==> src/rtl/atn_cmd_pkg.sv <==
package atn_cmd_pkg;
  localparam int ADDR_W = 5;
  localparam int DATA_W = 8;
  localparam int CODE_W = DATA_W - 1;

  localparam logic [CODE_W-1:0] CODE_GTL = 7'h01;
  localparam logic [CODE_W-1:0] CODE_SDC = 7'h04;
  localparam logic [CODE_W-1:0] CODE_GET = 7'h08;
  localparam logic [CODE_W-1:0] CODE_LLO = 7'h11;
  localparam logic [CODE_W-1:0] CODE_DCL = 7'h14;

  localparam logic [1:0] GROUP_LISTEN = 2'b01;
  localparam logic [1:0] GROUP_TALK   = 2'b10;

  typedef struct packed {
    logic myListen;
    logic myTalk;
    logic unListen;
    logic unTalk;
    logic otherTalk;
    logic devClear;
    logic selClear;
    logic trigger;
    logic goLocal;
    logic lockout;
  } cmdStrobes_t;
endpackage

==> src/rtl/atn_cmd_control.sv <==
module atn_cmd_control
  import atn_cmd_pkg::*;
#(
  parameter int AW = ADDR_W,
  parameter int DW = DATA_W
) (
  input  logic          rxStrobe,
  input  logic [DW-1:0] rxByte,
  input  logic          atnLevel,
  input  logic          ifcLevel,
  input  logic [AW-1:0] ownAddr,
  output cmdStrobes_t   cmdOut
);
  localparam int CW = DW - 1;
  localparam logic [AW-1:0] NOBODY = '1;

  logic          cmdValid;
  logic [CW-1:0] cmdCode;
  logic [1:0]    cmdGroup;
  logic [AW-1:0] cmdAddr;
  logic          isListenGrp;
  logic          isTalkGrp;
  logic          addrIsNobody;
  logic          addrIsMine;

  assign cmdValid     = rxStrobe && atnLevel && !ifcLevel;
  assign cmdCode      = rxByte[CW-1:0];
  assign cmdGroup     = cmdCode[CW-1:CW-2];
  assign cmdAddr      = cmdCode[AW-1:0];
  assign isListenGrp  = cmdValid && (cmdGroup == GROUP_LISTEN);
  assign isTalkGrp    = cmdValid && (cmdGroup == GROUP_TALK);
  assign addrIsNobody = (cmdAddr == NOBODY);
  assign addrIsMine   = (cmdAddr == ownAddr) && !addrIsNobody;

  always_comb begin
    cmdOut           = '0;
    cmdOut.unListen  = isListenGrp && addrIsNobody;
    cmdOut.myListen  = isListenGrp && addrIsMine;
    cmdOut.unTalk    = isTalkGrp && addrIsNobody;
    cmdOut.myTalk    = isTalkGrp && addrIsMine;
    cmdOut.otherTalk = isTalkGrp && !addrIsNobody && !addrIsMine;
    if (cmdValid) begin
      cmdOut.devClear = (cmdCode == CODE_DCL);
      cmdOut.selClear = (cmdCode == CODE_SDC);
      cmdOut.trigger  = (cmdCode == CODE_GET);
      cmdOut.goLocal  = (cmdCode == CODE_GTL);
      cmdOut.lockout  = (cmdCode == CODE_LLO);
    end
  end
endmodule

==> src/rtl/atn_cmd_datapath.sv <==
module atn_cmd_datapath
  import atn_cmd_pkg::*;
#(
  parameter int DW = DATA_W
) (
  input  logic          clk,
  input  logic          rst_n,
  input  cmdStrobes_t   cmdIn,
  input  logic          rxStrobe,
  input  logic [DW-1:0] rxByte,
  input  logic          atnLevel,
  input  logic          ifcLevel,
  input  logic          renLevel,
  output logic          talkActive,
  output logic          listenActive,
  output logic          remoteMode,
  output logic          lockoutOn,
  output logic          clearPulse,
  output logic          triggerPulse,
  output logic          dataStrobe,
  output logic [DW-1:0] dataByte
);
  always_ff @(posedge clk) begin
    if (!rst_n) begin
      talkActive   <= 1'b0;
      listenActive <= 1'b0;
    end else if (ifcLevel) begin
      talkActive   <= 1'b0;
      listenActive <= 1'b0;
    end else begin
      if (cmdIn.myTalk) talkActive <= 1'b1;
      else if (cmdIn.myListen || cmdIn.unTalk || cmdIn.otherTalk) talkActive <= 1'b0;
      if (cmdIn.myListen) listenActive <= 1'b1;
      else if (cmdIn.myTalk || cmdIn.unListen) listenActive <= 1'b0;
    end
  end

  always_ff @(posedge clk) begin
    if (!rst_n || !renLevel) begin
      remoteMode <= 1'b0;
      lockoutOn  <= 1'b0;
    end else begin
      if (cmdIn.myListen) remoteMode <= 1'b1;
      else if (cmdIn.goLocal && listenActive) remoteMode <= 1'b0;
      if (cmdIn.lockout) lockoutOn <= 1'b1;
    end
  end

  always_ff @(posedge clk) begin
    if (!rst_n) begin
      clearPulse   <= 1'b0;
      triggerPulse <= 1'b0;
    end else begin
      clearPulse   <= cmdIn.devClear || (cmdIn.selClear && listenActive);
      triggerPulse <= cmdIn.trigger && listenActive;
    end
  end

  always_ff @(posedge clk) begin
    if (!rst_n) begin
      dataStrobe <= 1'b0;
      dataByte   <= '0;
    end else begin
      dataStrobe <= rxStrobe && !atnLevel;
      if (rxStrobe && !atnLevel) dataByte <= rxByte;
    end
  end

  assert_role_exclusive_R3: assert property (@(posedge clk) disable iff (!rst_n)
    !(talkActive && listenActive));
  assert_trigger_needs_listener_R6: assert property (@(posedge clk) disable iff (!rst_n)
    $rose(triggerPulse) |-> $past(listenActive));
  assert_ifc_drops_roles_R10: assert property (@(posedge clk) disable iff (!rst_n)
    ifcLevel |=> (!talkActive && !listenActive));
  assert_ren_release_local_R9: assert property (@(posedge clk) disable iff (!rst_n)
    !renLevel |=> (!remoteMode && !lockoutOn));
  assert_remote_needs_ren_R9: assert property (@(posedge clk) disable iff (!rst_n)
    $rose(remoteMode) |-> $past(renLevel));
  assert_data_from_released_atn_R1: assert property (@(posedge clk) disable iff (!rst_n)
    (rxStrobe && !atnLevel) |=> (dataStrobe && dataByte == $past(rxByte)));
endmodule

==> src/rtl/atn_cmd_decoder.sv <==
module atn_cmd_decoder
  import atn_cmd_pkg::*;
(
  input  logic              clk,
  input  logic              rst_n,
  input  logic              rxStrobe,
  input  logic [DATA_W-1:0] rxByte,
  input  logic              atnLevel,
  input  logic              ifcLevel,
  input  logic              renLevel,
  input  logic [ADDR_W-1:0] ownAddr,
  output logic              talkActive,
  output logic              listenActive,
  output logic              remoteMode,
  output logic              lockoutOn,
  output logic              clearPulse,
  output logic              triggerPulse,
  output logic              dataStrobe,
  output logic [DATA_W-1:0] dataByte
);
  cmdStrobes_t cmdLink;

  atn_cmd_control #(.AW(ADDR_W), .DW(DATA_W)) i_control (
    .rxStrobe (rxStrobe),
    .rxByte   (rxByte),
    .atnLevel (atnLevel),
    .ifcLevel (ifcLevel),
    .ownAddr  (ownAddr),
    .cmdOut   (cmdLink)
  );

  atn_cmd_datapath #(.DW(DATA_W)) i_datapath (
    .clk          (clk),
    .rst_n        (rst_n),
    .cmdIn        (cmdLink),
    .rxStrobe     (rxStrobe),
    .rxByte       (rxByte),
    .atnLevel     (atnLevel),
    .ifcLevel     (ifcLevel),
    .renLevel     (renLevel),
    .talkActive   (talkActive),
    .listenActive (listenActive),
    .remoteMode   (remoteMode),
    .lockoutOn    (lockoutOn),
    .clearPulse   (clearPulse),
    .triggerPulse (triggerPulse),
    .dataStrobe   (dataStrobe),
    .dataByte     (dataByte)
  );
endmodule

==> config.mk <==
export PLATFORM = sky130hd
export DESIGN_NAME = atn_cmd_decoder
export DESIGN_NICKNAME = d
export VERILOG_FILES = /design/src/rtl/atn_cmd_pkg.sv /design/src/rtl/atn_cmd_control.sv /design/src/rtl/atn_cmd_datapath.sv /design/src/rtl/atn_cmd_decoder.sv
export SDC_FILE = /design/constraint.sdc
export NUM_CORES = 1
export LEC_CHECK = 0
export CAP_MARGIN = 20
export CORE_MARGIN = 2
export CORE_UTILIZATION = 37
export CTS_BUF_LIST = sky130_fd_sc_hd__clkbuf_8
export CTS_CLUSTER_SIZE = 24
export DETAILED_ROUTE_END_ITERATION = 8
export GPL_TIMING_DRIVEN = 1
export PLACE_DENSITY = 0.85
export SLEW_MARGIN = 10
export SYNTH_ARGS = -nofsm -noshare
export SYNTH_HDL_FRONTEND = slang
export SYNTH_SLANG_ARGS = --single-unit
==> constraint.sdc <==
create_clock -name clk -period 0.9 [get_ports clk]
set_input_delay 0.135 -clock clk [delete_from_list [all_inputs] [get_ports clk]]
set_output_delay 0.135 -clock clk [all_outputs]
set_load 0.05 [all_outputs]
# Word-level counts from Yosys, hierarchy flattened
# Cells that the tools add are included.
# Widths: inputs -> output; s select.
dict set report classes {
  mul 0
  add_sub_neg 0
  bitwise_logic 1
  muxes 7
  div_mod_pow 0
  shifts 0
  n_eq_ne 9
  n_reduce_logical 30
  magnitude_cmp 0
}
# op n
set ops {}
lappend ops {{$logic_and 1x1->1} 15}
lappend ops {{$eq 7x5->1 const B} 2}
lappend ops {{$eq 7x1->1 const B} 1}
lappend ops {{$eq 7x3->1 const B} 1}
lappend ops {{$eq 7x4->1 const B} 1}
lappend ops {{$logic_not 1->1} 6}
lappend ops {{$mux 1} 6}
lappend ops {{$reduce_bool 2->1} 3}
lappend ops {{$eq 5x5->1} 1}
lappend ops {{$eq 5x5->1 const B} 1}
lappend ops {{$logic_or 1x1->1} 5}
lappend ops {{$mux 5} 1}
lappend ops {{$eq 2x1->1 const B} 1}
lappend ops {{$eq 2x2->1 const B} 1}
lappend ops {{$reduce_or 2->1} 1}
lappend ops {{$not 1->1} 1}
dict set report totals {
  mem_bits_rw 0
  mem_count 0
  rom_bits 0
  reg_bits 15
  latch_bits 0
  elab_cells 55
}

# Logic depth before layout (Yosys ltp)
# Gate-level depths: netlist of the first run.
dict set report depth {
  depth_word 8
  mapped_depth 4
}

# Cells and area by module
# From an unflattened synthesis of the first run, not the netlist that was laid out.
dict set report unflattened {
  hier_cells 95
  hier_area_um2 774.5
}
# module instances cells_each area_per_inst_um2
set modules_own_cells {}
lappend modules_own_cells {atn_cmd_datapath 1 61 531.8}
lappend modules_own_cells {atn_cmd_control 1 34 242.7}

# Least setup slack after synthesis of the first run
# Ideal clock, no wire load.
dict set report synth_path {
  path_type {reg2reg}
  from {reg i_datapath.listenActive}
  to {reg i_datapath.remoteMode}
  path_buffers 0
  setup_slack_ps -226
  setup_ps 119
  required_time_ps 781
  stages_incl_launch_ff 4
  period_less_slack_ps 1126
  t_arrival_ps 1007
  cell_sequence {dfxtp_1 > nand3b_1 > o21ai_0 > a21oi_1}
}
dict set report synth_via {
  elab_chain_len 2
}
# element line_no
set synth_lines {}
lappend synth_lines {{from (decl)} atn_cmd_datapath.sv:15} ;# output logic listenActive,
lappend synth_lines {{from (signal assigned)} atn_cmd_datapath.sv:26} ;# listenActive <= 1'b0;
lappend synth_lines {{from (signal assigned)} atn_cmd_datapath.sv:29} ;# listenActive <= 1'b0;
lappend synth_lines {{from (signal assigned)} atn_cmd_datapath.sv:33} ;# if (cmdIn.myListen) listenActive <= 1'b1;
lappend synth_lines {{$logic_and 1x1->1} atn_cmd_datapath.sv:44} ;# else if (cmdIn.goLocal && listenActive) remoteMode <= 1'b0;
lappend synth_lines {{$reduce_bool 2->1 (no source line)} n/a}
lappend synth_lines {{to (signal assigned)} atn_cmd_datapath.sv:40} ;# remoteMode <= 1'b0;
lappend synth_lines {{to (signal assigned)} atn_cmd_datapath.sv:43} ;# if (cmdIn.myListen) remoteMode <= 1'b1;
lappend synth_lines {{to (signal assigned)} atn_cmd_datapath.sv:44}
lappend synth_lines {{to (decl)} atn_cmd_datapath.sv:16} ;# output logic remoteMode,
# No other way between the ends.
# A chain may end at the register's enable or synchronous reset.

# Final worst setup path of the first run
dict set report layout_path {
  from {in rxByte[5]}
  to {reg i_datapath.talkActive}
}
dict set report layout_via {
  elab_chain_len 6
  elab_cells_between_ends 13
  classes_between {eq/ne: 2; mux: 1; reduce/logical: 10}
}
# element line_no
set layout_lines {}
lappend layout_lines {{from (decl)} atn_cmd_decoder.sv:7} ;# input logic [DATA_W-1:0] rxByte,
lappend layout_lines {{$eq 2x1->1 / $eq 2x2->1 (equally long branches)} {atn_cmd_control.sv:30, atn_cmd_control.sv:31}}
lappend layout_lines {{$logic_and 1x1->1, on equally long branches} {atn_cmd_control.sv:30, atn_cmd_control.sv:31}}
lappend layout_lines {{$logic_and 1x1->1, on equally long branches} {atn_cmd_control.sv:38, atn_cmd_control.sv:39, atn_cmd_control.sv:41}}
lappend layout_lines {{$logic_or 1x1->1 / $logic_and 1x1->1 (equally long branches)} {atn_cmd_datapath.sv:32, atn_cmd_control.sv:41}}
lappend layout_lines {{$logic_or 1x1->1} atn_cmd_datapath.sv:32} ;# else if (cmdIn.myListen || cmdIn.unTalk || cmdIn.otherTalk) talkActive <= 1'b0;
lappend layout_lines {{$reduce_bool 2->1 (no source line)} n/a}
lappend layout_lines {{to (signal assigned)} atn_cmd_datapath.sv:28} ;# talkActive <= 1'b0;
lappend layout_lines {{to (signal assigned)} atn_cmd_datapath.sv:31} ;# if (cmdIn.myTalk) talkActive <= 1'b1;
lappend layout_lines {{to (signal assigned)} atn_cmd_datapath.sv:32}
lappend layout_lines {{to (decl)} atn_cmd_datapath.sv:14} ;# output logic talkActive,
# Parallel ways exist; a longest one is shown, timed or not.

==> key figures, run 1 <==
Min path
  • Hold depth: 3
  • Worst min-delay path category: in2reg

Cells and area
  • Util after Layout: 79.1%
  • Nets: 150
  • Fill count: 110
  • Area grow syn2layout: 96.1%
  • Antenna diode count: 0
  • Non-filler cells, final: 155
  • Layout cells sized above 1: 51.5%

Placement
  • RePlAce Congestion: between 0.8 and 0.9
  • Placed cells: 149
  • Post-DP HPWL: 1590 um
  • Number of port buffers: 33

Die
  • Die ar.: around 0.0023 sq mm
  • Initial Util: 40.4%
  • Core Footprint: 0.00176 sq mm
  • Die Wd: 47.9 um
  • Die Span Y: 47.9 um
  • Row count: 15
  • I/O Pins: 34

Timing
  • Setup WS post-layout: -0.0372 ns
  • Worst-Margin Slew: 0.279 ns
  • Max-slew violations: 0
  • Max Freq: 1070 MHz
  • Final count of hold timing violations: 0
  • Period utilization: 104%
  • Fin Setup TNS: -0.0899 ns
  • Skew final: around 0.00025 ns
  • Final setup vio count: 6
  • RSZ-0062 raised after global routing: yes
  • Relative slew slack: 81.4%
  • Hold_ws: 0.267 ns
  • Fin crit period: 0.937 ns

Clocking
  • Sink Count: 15
  • Num CTS Buffers: 3
  • Clk slew on worst S/H paths: 0.06 ns
  • TritonCTS clock tree: built
  • H-tree levels: 1
  • Clock Tree Buf Depth: 2
  • Hold buffer count at cts: 0
  • Clock root cell: clkbuf_8
  • Clock Latency Late Sink: around 0.25 ns

Yosys
  • Syn nets: between 90 and 100
  • Post-synthesis cell type count: 28
  • Post-synth ARST share: 0%
  • Post-Synthesis Cell Area: 712 sq um
  • #FFs+latches synth: 15
  • Syn Inst Count: 80
  • Most frequent cell after synthesis: nand2_1
  • Most common library cells after synthesis: nand2_1, dfxtp_1, a21boi_0, xor2_1
  • Synth area leader: dfxtp_1
  • Ys flop type: dfxtp_1
  • Synth top area cells: dfxtp_1, nand2_1, a21boi_0
  • Synth top area share: a little over two fifths
  • Number of synthesized flops with an enable pin: 0
  • Yosys warns: 0
  • Seq/Total Area, Yosys: roughly 42%
  • Syn Area/Cell: 8.90 sq um

Worst setup path
  • WS Path Type: in2reg
  • Worst setup SP type: input pin
  • Critical Path AT: 1.08 ns
  • R2R depth: 3
  • Setup crit end kind: flip-flop
  • Crit path max fanout: 4
  • Worst EP required: about 1.1 ns

GRT
  • Gr usage total: 24.1%
  • Vias in the first global route: 825
  • Grt ovf: 0
  • Initial antenna violation count: 0
  • Largest net degree at the start of global routing: 10
  • Global-route wire length before repair: 3640 um

Power
  • PwrDens: 1190 mW/mm^2
  • Peak supply drop: 1080 uV
  • Pleak: 0.564 nW

Job
  • Max Cap Viol: 0

Drt
  • Final wirelength: 2270 um
  • WL/cell: 14.7 um
  • DRT antenna net count: 0
  • Initial detailed-routing violation count: 17
  • DR vias: 817
  • Residual DRC: 0
  • Drt pass-1 iters: 4
  • Via density: 5.27

Status
  • Outcome: complete, but fails checks
  • Failing checks: negative setup slack
[worst max-delay path: stages]
cell and delay, ns:
dlygate4sd2_1 0.36, nor3b_4 0.29, nand4_1 0.15, o2bb2ai_1 0.15
[report_power, final]
group	switching (W)	total (W)	internal [W]
Combinational	0.000189	0.000391	0.000202
Sequential	0.0000180	0.000701	0.000683
Clock	0.000260	0.000567	0.000308
Total	0.000467	0.00166	0.00119
[registers in the layout (all words and copies together), names as in the netlist]
name and cells:
i_datapath.clearPulse 1, i_datapath.talkActive 1, i_datapath.lockoutOn 1, i_datapath.triggerPulse 1
i_datapath.dataByte 8, i_datapath.remoteMode 1, i_datapath.listenActive 1, i_datapath.dataStrobe 1
[worst paths after layout]
kind                                                            from                             endpoint  slack [ns]
worst max-delay path                                       rxByte[5]   i_datapath.talkActive$_SDFFE_PP0P_       -0.04
worst max register to register  i_datapath.listenActive$_SDFFE_PP0P_   i_datapath.remoteMode$_SDFFE_PP0P_        0.07
worst min register to register   i_datapath.dataByte[0]$_SDFFE_PN0P_  i_datapath.dataByte[0]$_SDFFE_PN0P_        0.47
worst min-delay path                                       rxByte[0]  i_datapath.dataByte[0]$_SDFFE_PN0P_        0.27
[cells in the final DEF, fill, tap and decap left out, drive strengths merged, types with 2 or more instances in the layout]
master	netlist	layout
xor2	5	5
dfxtp	15	15
nand2	18	18
clkdlybuf4s15	0	3
clkbuf	1	6
nor2	3	3
nand3b	3	3
nand2b	2	2
a21boi	8	8
dlygate4sd2	0	5
nor3b	5	5
nand4	2	2
nor4	2	2
clkdlybuf4s50	0	2
buf	2	36
[metrics by stage]
| stage | setup slack [ns] | total power [W] | instance area, sq um |
|---|---|---|---|
| 2_1_floorplan | -0.00815 | 0.000856 | 726 |
| 3_3_place_gp | -0.549 | 0.00109 | 1330 |
| 3_5_place_dp | -0.604 | 0.00110 | 1330 |
| 4_1_cts | -0.0357 | 0.00166 | 1400 |
| 5_1_grt | -0.0799 | 0.00171 | 1400 |
| 6_report | -0.0372 | 0.00166 | 1400 |
[repair_timing]
item | in CTS | in global routing
setup endpoints to repair | 20 | 6
pin swaps | 16 | 8
resized for setup | 47 | 9
cloned | 0 | 0
endpoints found under the hold margin | 0 | 0
buffers inserted | 2 | 0
[per-layer routing]
metal  GRT usage [%]  share of wire, %  vias to the layer above
li1                -                 -                      383
met1            26.4                39                      386
met3            3.02               5.0                       11
met2            41.9                51                       37
met4            17.8               4.4                        0
met5               0                 0                        -
[cells by family after synthesis]
family | Yosys count | share of synthesized area, %
flip-flops | 15 | 42.2
buffers and inverters | 4 | 2.46
AO/OA/AOI/OAI | 15 | 15.6
AND/OR/NAND/NOR | 41 | 33.6
XOR/XNOR | 5 | 6.15
[layout make-up]
cell class	instances	area, sq um	area share [%]
repair buffers	49	566	40.5
multi-input cells	61	429	30.7
flip-flops and latches	15	320	22.9
clock buffers	3	41.3	2.96
well taps	25	31.3	2.24
clock inverters	1	5.00	0.358
inverters	1	3.75	0.269
Note: power is estimated with default switching activity, not from simulation.
==> run 2: changes to the inputs <==
--- a/config.mk
+++ b/config.mk
@@ -7,12 +7,12 @@
 export LEC_CHECK = 0
 export CAP_MARGIN = 20
 export CORE_MARGIN = 2
-export CORE_UTILIZATION = 37
+export CORE_UTILIZATION = 41
 export CTS_BUF_LIST = sky130_fd_sc_hd__clkbuf_8
 export CTS_CLUSTER_SIZE = 24
 export DETAILED_ROUTE_END_ITERATION = 8
 export GPL_TIMING_DRIVEN = 1
-export PLACE_DENSITY = 0.85
+export PLACE_DENSITY = 0.89
 export SLEW_MARGIN = 10
 export SYNTH_ARGS = -nofsm -noshare
 export SYNTH_HDL_FRONTEND = slang
==> constraint.sdc (replaced) <==
create_clock -name clk -period 1 [get_ports clk]
set_input_delay 0.15 -clock clk [delete_from_list [all_inputs] [get_ports clk]]
set_output_delay 0.15 -clock clk [all_outputs]
set_load 0.05 [all_outputs]
==> run 2 against run 1 <==
Compared with the run above: the run now ends clean; cell area decreased by 3.1%; final cell count fell by 8.4%; register-to-register slack improved by 0.05 ns; largest cell class unchanged; via count fell by 2.9%; clock power shrank 7.4%; count of clock-buffer cells in the layout did not move; power fell by 9.4%; worst hold slack lost 0.015 ns; sequential power shrank 10%; clock skew rose by 0.0027 ns; non-clock buffer count down 5.
==> key figures, run 2 (synthesized netlist as in run 1, its figures left out) <==
Status
  • Outcome: finished, final reports clean (was complete, but fails checks)

Clocking
  • H-tree levels: 1 (unchanged)
  • Clk slew on worst S/H paths: 0.07 ns (was 0.06 ns)
  • Sink Count: 15 (unchanged)
  • TritonCTS clock tree: built (unchanged)
  • Num CTS Buffers: 3 (unchanged)
  • Clock root cell: clkbuf_8 (unchanged)
  • Clock Latency Late Sink: 0.26 ns (was 0.25 ns)
  • Clock Tree Buf Depth: 2 (unchanged)
  • Hold buffer count at cts: 0 (unchanged)

Cells and area
  • Most common cell after layout, fill and taps aside: nand2_1 (unchanged)
  • Fill count: 93 (was 110)
  • Antenna diode count: 0 (unchanged)
  • Layout cells sized above 1: 41.6% (was 51.5%)
  • Area grow syn2layout: 90.0% (was 96.1%)
  • Most frequent cells in the layout: nand2_1, buf_12, dfxtp_1 (was nand2_1, buf_12, buf_4)
  • Largest Register: i_datapath.dataByte (unchanged)
  • Post-route cell area: 0.00135 sq mm (was 0.00140 sq mm)
  • Util after Layout: 81.0% (was 79.1%)
  • Max reg flops: 8 (unchanged)
  • Nets: 145 (was 150)

Min path
  • Worst Hold End: i_datapath.triggerPulse$_SDFF_PN0_ (was i_datapath.dataByte[0]$_SDFFE_PN0P_)
  • Hold depth: 3 (unchanged)
  • Worst min-delay path category: in2reg (unchanged)
  • Hold path start: rxByte[2] (was rxByte[0])

Placement
  • RePlAce Congestion: 0.803 (was 0.810)
  • Post-DP Area: 0.00127 sq mm (was 0.00133 sq mm)
  • Number of port buffers: 33 (unchanged)
  • Post-DP HPWL: 1690 um (was 1590 um)

Drt
  • Final wirelength: 2440 um (was 2270 um)
  • Initial detailed-routing violation count: 19 (was 17)
  • Residual DRC: 0 (unchanged)
  • WL/cell: 17.1 um (was 14.7 um)
  • Drt pass-1 iters: 4 (unchanged)
  • DR vias: 793 (was 817)
  • Via density: 5.58 (was 5.27)
  • DRT antenna net count: 0 (unchanged)

GRT
  • Largest net degree at the start of global routing: 10 (unchanged)
  • Gr usage total: 25.4% (was 24.1%)
  • Vias in the first global route: 804 (was 825)
  • Initial antenna violation count: 0 (unchanged)
  • Grt ovf: 0 (unchanged)
  • Global-route wire length before repair: 3710 um (was 3640 um)

Timing
  • Fin crit period: 0.987 ns
  • Worst-Margin Slew: 0.342 ns (was 0.279 ns)
  • Final count of hold timing violations: 0 (unchanged)
  • Skew final: 0.00300 ns (was 0.000252 ns)
  • Relative slew slack: 77.2% (was 81.4%)
  • Max-slew violations: 0 (unchanged)
  • RSZ-0062 raised after global routing: yes (unchanged)
  • Final setup vio count: 0 (was 6)
  • Period utilization: 98.7%
  • Max Freq: 1010 MHz

Worst setup path
  • Crit path max fanout: 5 (was 4)
  • Register-to-register setup slack: 0.12 ns (was 0.07 ns)
  • R2r endpoint: i_datapath.remoteMode$_SDFFE_PP0P_ (unchanged)
  • Worst setup SP type: input pin (unchanged)
  • Critical Path AT: 1.14 ns (was 1.08 ns)
  • Worst EP required: 1.15 ns (was 1.05 ns)
  • Setup crit end kind: flip-flop (unchanged)
  • R2R Path Start: i_datapath.listenActive$_SDFFE_PP0P_ (unchanged)
  • WS Path Type: in2reg (unchanged)
  • R2R depth: 3 (unchanged)

Die
  • Initial Util: 42.6% (was 40.4%)
  • I/O Pins: 34 (unchanged)
  • Row count: 15 (unchanged)
  • Die Span Y: 45.7 um (was 47.9 um)
  • Die Wd: 45.7 um (was 47.9 um)
  • Die ar.: 0.00209 sq mm (was 0.00229 sq mm)
  • Core Footprint: 0.00167 sq mm (was 0.00176 sq mm)

Job
  • Max Cap Viol: 0 (unchanged)

Power
  • Peak supply drop: 1040 uV (was 1080 uV)
  • PwrDens: 1110 mW/mm^2 (was 1190 mW/mm^2)
  • Pleak: 0.537 nW (was 0.564 nW)
-- run 2: cell count changes in the layout (fill, tap and decap cells not counted), moves of 2 or more --
cell,change
dfxtp_1,+12
dfxtp_2,-11
buf_4,-4
buf_2,-3
buf_6,-2
clkbuf_2,+2
-- run 2: final cells by class --
class                           instances  area [sq um]  share of cell area (%)
Clock buffer                            3          41.3                    3.05
Clock inverter                          1          5.00                   0.370
Inverter                                1          3.75                   0.278
Multi-Input combinational cell         61           443                    32.7
Sequential cell                        15           303                    22.4
Tap cell                               17          21.3                    1.57
Timing Repair Buffer                   44           536                    39.6
-- run 2: worst max-delay path: stages --
cell,delay (ns)
clkdlybuf4s15_1,0.35
nor3b_4,0.27
nand4_1,0.17
nor3b_2,0.20
-- run 2: through the flow --
| stage | total power (W) | setup slack, ns | std cells | TNS, ns | hold WS [ns] |
|---|---|---|---|---|---|
| after floorplan | 0.000771 | 0.0295 | 80 | 0 | 0.228 |
| after global placement | 0.000971 | -0.462 | 136 | -5.32 | 0.484 |
| after detailed placement | 0.000983 | -0.550 | 136 | -6.41 | 0.485 |
| after CTS | 0.00147 | 0.00353 | 141 | 0 | 0.288 |
| after global routing | 0.00154 | -0.0125 | 142 | -0.0224 | 0.255 |
| final | 0.00150 | 0.0127 | 142 | 0 | 0.252 |
-- run 2: power by group --
group	internal (W)	switching (W)
Combinational	0.000172	0.000176
Clock	0.000277	0.000247
Sequential	0.000614	0.0000160
-- run 2: layer usage --
metal | GRT usage (%) | vias up | part of all wire [%]
li1 | - | 371 | -
met1 | 30.0 | 382 | 43
met2 | 43.7 | 35 | 50
met3 | 5.16 | 5 | 5.3
met4 | 11.2 | 0 | 1.6
met5 | 0 | - | 0
-- run 2: worst max-delay path by stage --
stage	from	to	slack, ns	depth (start not counted)
finish	rxByte[6]	i_datapath.listenActive$_SDFFE_PP0P_	0.01	4
global route	rxByte[1]	i_datapath.remoteMode$_SDFFE_PP0P_	-0.01	6
CTS	rxByte[4]	i_datapath.talkActive$_SDFFE_PP0P_	0.004	5
detailed placement	rxByte[1]	i_datapath.triggerPulse$_SDFF_PN0_	-0.55	4
global placement	rxByte[3]	i_datapath.talkActive$_SDFFE_PP0P_	-0.46	5
floorplan	i_datapath.remoteMode$_SDFFE_PP0P_	i_datapath.remoteMode$_SDFFE_PP0P_	0.03	2
-- run 2: repair_timing --
action	in CTS	in global routing
endpoints found under the hold margin	0	0
pin swaps	11	8
gates resized for setup	33	17
setup buffers	1	1
setup endpoints to repair	15	3
